`config.mk`:
```
export PLATFORM = sky130hd
export DESIGN_NAME = status_flags
export DESIGN_NICKNAME = d
export VERILOG_FILES = /design/src/rtl/status_pkg.sv /design/src/rtl/sr_alu_flag_calc.sv /design/src/rtl/sr_arith_bits.sv /design/src/rtl/sr_sys_bits.sv /design/src/rtl/status_flags.sv
export SDC_FILE = /design/constraint.sdc
export NUM_CORES = 1
export LEC_CHECK = 0
export ABC_AREA = 1
export BUFFER_PORTS_ARGS = -buffer_cell sky130_fd_sc_hd__buf_2
export CAP_MARGIN = 10
export CORE_AREA = 4 4 41 43
export DETAILED_ROUTE_END_ITERATION = 12
export DIE_AREA = 0 0 45 47
export SETUP_SLACK_MARGIN = 0.02
export SKIP_CTS_REPAIR_TIMING = 1
export SYNTH_ARGS = -nofsm -noshare
export SYNTH_HDL_FRONTEND = slang
export SYNTH_SLANG_ARGS = --single-unit
```
`constraint.sdc`:
```
create_clock -name clk -period 1.3 [get_ports clk]
set_clock_uncertainty 0.2 [all_clocks]
set_input_delay 0.065 -clock clk [delete_from_list [all_inputs] [get_ports clk]]
set_output_delay 0.065 -clock clk [all_outputs]
set_load 0.02 [all_outputs]
```
`src/rtl/status_pkg.sv`:
```
// Package: shared constants and types for the status flag register.
// Assumes an 8-bit register with arithmetic flags in the low bits.
package status_pkg;
    localparam int REG_W    = 8;
    localparam int DATA_W   = 8;
    localparam int ARITH_N  = 4;
    localparam int C_BIT    = 0;
    localparam int AC_BIT   = 1;
    localparam int Z_BIT    = 2;
    localparam int OV_BIT   = 3;
    localparam int PDF_BIT  = 4;
    localparam int TO_BIT   = 5;
    localparam int PAD_W    = REG_W - TO_BIT - 1;

    typedef struct packed {
        logic tmo;
        logic clr;
        logic halt;
    } sys_evt_t;
endpackage

```
`src/rtl/sr_alu_flag_calc.sv`:
```
// Module: derives the four candidate arithmetic flag values from ALU outputs.
// Assumes the ALU supplies carry-out, carry-into-MSB and nibble carry directly.
module sr_alu_flag_calc #(
    parameter int DATA_W  = status_pkg::DATA_W,
    parameter int ARITH_N = status_pkg::ARITH_N
) (
    input  logic [DATA_W-1:0]  alu_res,
    input  logic               alu_cout,
    input  logic               alu_msb_cin,
    input  logic               alu_nib_cout,
    output logic [ARITH_N-1:0] cand
);
    import status_pkg::*;

    // Combine ALU indicators into per-flag candidate values.
    always_comb begin
        cand         = '0;
        cand[C_BIT]  = alu_cout;
        cand[AC_BIT] = alu_nib_cout;
        cand[Z_BIT]  = ~(|alu_res);
        cand[OV_BIT] = alu_msb_cin ^ alu_cout;
    end
endmodule

```
`src/rtl/sr_arith_bits.sv`:
```
// Module: bank of software-writable arithmetic flags.
// Each bit prefers its ALU update over a software write, else holds.
module sr_arith_bits #(
    parameter int N = status_pkg::ARITH_N
) (
    input  logic         clk,
    input  logic         rst_n,
    input  logic [N-1:0] upd,
    input  logic [N-1:0] cand,
    input  logic         we,
    input  logic [N-1:0] wval,
    output logic [N-1:0] q
);
    for (genvar i = 0; i < N; i++) begin : g_bit
        // One flag: reset, ALU update, software write, hold.
        always_ff @(posedge clk) begin
            if (!rst_n)
                q[i] <= 1'b0;
            else if (upd[i])
                q[i] <= cand[i];
            else if (we)
                q[i] <= wval[i];
        end
    end
endmodule

```
`src/rtl/sr_sys_bits.sv`:
```
// Module: power-down and time-out flags driven only by system event strobes.
// Assumes strobes are single-cycle decoded pulses; no software path exists.
module sr_sys_bits (
    input  logic                  clk,
    input  logic                  rst_n,
    input  status_pkg::sys_evt_t  evt,
    output logic                  pdf_q,
    output logic                  to_q
);
    // Power-down flag: halt sets (wins), clear-watchdog clears.
    always_ff @(posedge clk) begin
        if (!rst_n)
            pdf_q <= 1'b0;
        else if (evt.halt)
            pdf_q <= 1'b1;
        else if (evt.clr)
            pdf_q <= 1'b0;
    end

    // Time-out flag: expiry sets (wins), clear-watchdog or halt clears.
    always_ff @(posedge clk) begin
        if (!rst_n)
            to_q <= 1'b0;
        else if (evt.tmo)
            to_q <= 1'b1;
        else if (evt.clr || evt.halt)
            to_q <= 1'b0;
    end
endmodule

```
`src/rtl/status_flags.sv`:
```
// Module: top of the status flag register.
// Assembles arithmetic flags, system flags and zero padding into one word.
module status_flags #(
    parameter int DATA_W = status_pkg::DATA_W
) (
    input  logic                          clk,
    input  logic                          rst_n,
    input  logic [DATA_W-1:0]             alu_res,
    input  logic                          alu_cout,
    input  logic                          alu_msb_cin,
    input  logic                          alu_nib_cout,
    input  logic [status_pkg::ARITH_N-1:0] flag_upd,
    input  logic                          sw_we,
    input  logic [status_pkg::REG_W-1:0]  sw_wdata,
    input  logic                          evt_wdt_timeout,
    input  logic                          evt_clr_wdt,
    input  logic                          evt_halt,
    output logic [status_pkg::REG_W-1:0]  status_q
);
    import status_pkg::*;

    logic [ARITH_N-1:0] cand;
    logic [ARITH_N-1:0] arith_q;
    logic               pdf_q;
    logic               to_q;
    sys_evt_t           evt;
    logic               unused_wr_hi;

    // Upper write bits have no storage behind them.
    assign unused_wr_hi = ^sw_wdata[REG_W-1:ARITH_N];

    // Bundle the event strobes.
    always_comb begin
        evt.tmo  = evt_wdt_timeout;
        evt.clr  = evt_clr_wdt;
        evt.halt = evt_halt;
    end

    sr_alu_flag_calc #(.DATA_W(DATA_W), .ARITH_N(ARITH_N)) u_calc (
        .alu_res      (alu_res),
        .alu_cout     (alu_cout),
        .alu_msb_cin  (alu_msb_cin),
        .alu_nib_cout (alu_nib_cout),
        .cand         (cand)
    );

    sr_arith_bits #(.N(ARITH_N)) u_arith (
        .clk   (clk),
        .rst_n (rst_n),
        .upd   (flag_upd),
        .cand  (cand),
        .we    (sw_we),
        .wval  (sw_wdata[ARITH_N-1:0]),
        .q     (arith_q)
    );

    sr_sys_bits u_sys (
        .clk   (clk),
        .rst_n (rst_n),
        .evt   (evt),
        .pdf_q (pdf_q),
        .to_q  (to_q)
    );

    // Form the readable word; unused bits are tied low.
    assign status_q = {{PAD_W{1'b0}}, to_q, pdf_q, arith_q};
endmodule

```
==> impl_metrics.csv <==
group,metric,value,unit
detailed_routing,drc,0,
placed_design,hpwl,758,um
detailed_routing,dr.pass1.iters,3,
sta,rsz0062_at_grt,"no",
global_route,grt_max_degree,6,
run_status,violations,"hold timing",
synthesis,yosysSeqAreaShare,0.354,
critical_path,cp-end-kind,"register",
layout,drive_gt1_frac,0.396,
sta,setup_tns,0,ns
critical_path,required,1.23,ns
detailed_routing,routedWlPerCell,9.14,um
detailed_routing,drt-total-wl,1020,um
detailed_routing,routed.top_layer,"met3",
critical_path,reg2reg_slack,0.42,ns
placed_design,place.gp.congestion,0.660,
layout,final_area,634,um^2
clocking,clock_latency,0.24,ns
critical_path,cp_max_fo,2,
critical_path,crit_path_max_incr_delay,0.55,ns
synthesis,synth-seq-cells,6,
pwr,powerDensity,817,nW/um^2
floorplan,ioPinCount,37,
sta,fin_crit_sh,0.850,
sta,fmax,905,MHz
floorplan,die-area,2120,um^2
pwr,peakVddDrop,425,uV
clocking,cts_buffers,3,
synthesis,synth_area,339,um^2
synthesis,synth_area_leaders,"dfxtp_1, nand2_1, nor2_1, buf_4, inv_1",
floorplan,core-area,1300,um^2
sta,worst_slack,0.195,ns
sta,drv_slew,0,
detailed_routing,ant_nets,0,
floorplan,die_x,45,um
placed_design,placed_cells,95,
global_route,antenna_found_initial,0,
synthesis,synth_most_common_cell,"nand2_1",
layout,area_growth,87.1,%
synthesis,synth_cell_types,14,
critical_path,worst-endpoint-arrival,1.04,ns
run_status,status,"finished, violations left",
synthesis,synth_top_area_frac,0.354,
floorplan,fp.dieH,47,um
detailed_routing,drtIter0Drc,11,
floorplan,rows,13,
layout,fin_cells,111,
detailed_routing,met3_length,102,um
placed_design,dp_slack,0.414,ns
sta,hold_slack,-0.0500,ns
floorplan,initial_core_util,0.261,
layout,antennaDiodeCount,0,
clocking,cts_root_buf,"clkbuf_4",
detailed_routing,wl_met2,486,um
clocking,cts_sinks,6,
critical_path,worstPathCellList,"dlygate4sd3_1 -> buf_2 -> inv_1 -> o21ai_0 -> a21oi_1 -> nor2_1",
run,maxCapViolations,0,
critical_path,path_class,"in -> reg",
synthesis,yosys-top-cells-count,"nand2_1, nor2_1, dfxtp_1, inv_1, buf_4",
synthesis,synthFlopType,"dfxtp_1",
detailed_routing,vias,459,
synthesis,async_flop_share,0,
critical_path,startpoint_type,"input pin",
placed_design,placed_area,482,um^2
sta,finalSetupViolCount,0,
clocking,max-clock-path-buffers,2,
synthesis,synthCells,53,
layout,fin_nets,127,
critical_path,crit_path_top_delay_cell,"dlygate4sd3_1",
synthesis,yosysTopAreaCell,"dfxtp_1",
clocking,cts_tree,"done",
detailed_routing,avgViaCountPerCell,4.14,
global_route,grt_remaining_overflow,0,
placed_design,io_buffers,30,
sta,hold_violations,3,
clocking,path_clk_slew,0.05,ns
detailed_routing,routedLengthMet1,426,um
global_route,grt_pass1_wl,1350,um
worst_hold_path,hold_path_class,"in -> reg",
global_route,grt_pass1_vias,370,
sta,fin_crit,1.10,ns
synthesis,synth_edf_count,0,
layout,postLayoutCoreUtil,0.488,
synthesis,yosys_warnings,0,
clocking,h-tree-depth,1,
synthesis,syn_area_per_cell,6.40,um^2
pwr,leakage,0.000357,uW
global_route,grt_usage,0.0878,
[path summary, 6_finish.rpt]
check / start / to / depth (start not counted)
min: flag_upd[3] / u_arith.q[3]$_SDFFE_PN0P_ / 4
min reg2reg: u_sys.pdf_q$_SDFFE_PN0P_ / u_sys.pdf_q$_SDFFE_PN0P_ / 2
max: alu_msb_cin / u_arith.q[3]$_SDFFE_PN0P_ / 6
max reg2reg: u_arith.q[3]$_SDFFE_PN0P_ / u_arith.q[3]$_SDFFE_PN0P_ / 4
[logic make-up after synthesis]
| kind of cell | Yosys count | share of synthesized area |
|---|---|---|
| compound gates | 7 | 0.133 |
| buf+inv | 14 | 0.214 |
| flops | 6 | 0.354 |
| other cells | 1 | 0.0111 |
| simple gates | 25 | 0.288 |
[state kept, by name, indices dropped and copies added, names as in the netlist]
| name | cells |
|---|---|
| u_arith.q | 4 |
| u_sys.pdf_q | 1 |
| u_sys.to_q | 1 |
[layout make-up]
| class | count | area [um^2] |
|---|---|---|
| Inverter | 10 | 42.5 |
| Fill cell | 146 | 667 |
| Timing Repair Buffer | 43 | 280 |
| Sequential cell | 6 | 120 |
| Clock buffer | 3 | 22.5 |
| Tap cell | 15 | 18.8 |
| Multi-Input combinational cell | 34 | 150 |
[per-stage QoR]
| step | hold WS [ns] | total power [uW] |
|---|---|---|
| after floorplan | -0.0173 | 273 |
| after global placement | 0.0799 | 319 |
| after detailed placement | 0.0826 | 321 |
| after CTS | -0.166 | 493 |
| after global routing | 0.00452 | 547 |
| final | -0.0500 | 518 |
[power by group]
| part | internal [uW] | switching, uW |
|---|---|---|
| Clock | 104 | 67.2 |
| Sequential | 197 | 5.77 |
| Combinational | 76.5 | 67.2 |
[layout by cell type (no fill, tap or decap), drive strengths merged]
master        n
buf          30
nor2          9
clkbuf        3
nand3         3
clkinv        1
dlygate4sd3  13
inv           9
a31oi         1
dfxtp         6
nand2        13
o21ai         1
o211ai        2
a21oi         3
conb          2
[metal layers]
| metal | global-route usage | vias to the layer above |
|---|---|---|
| met1 | 0.107 | 192 |
| met4 | 0.0526 | 0 |
| li1 | - | 244 |
| met3 | 0.0268 | 0 |
| met5 | 0 | - |
| met2 | 0.136 | 23 |
[worst max-delay path: cells and delay by family]
| kind | cells | cell delay [ns] |
|---|---|---|
| AOI/OAI and AO/OA | 2 | 0.20 |
| buffers and inverters | 3 | 0.72 |
| and+or+nand+nor | 1 | 0.05 |
(Power assumes the default switching activity.)
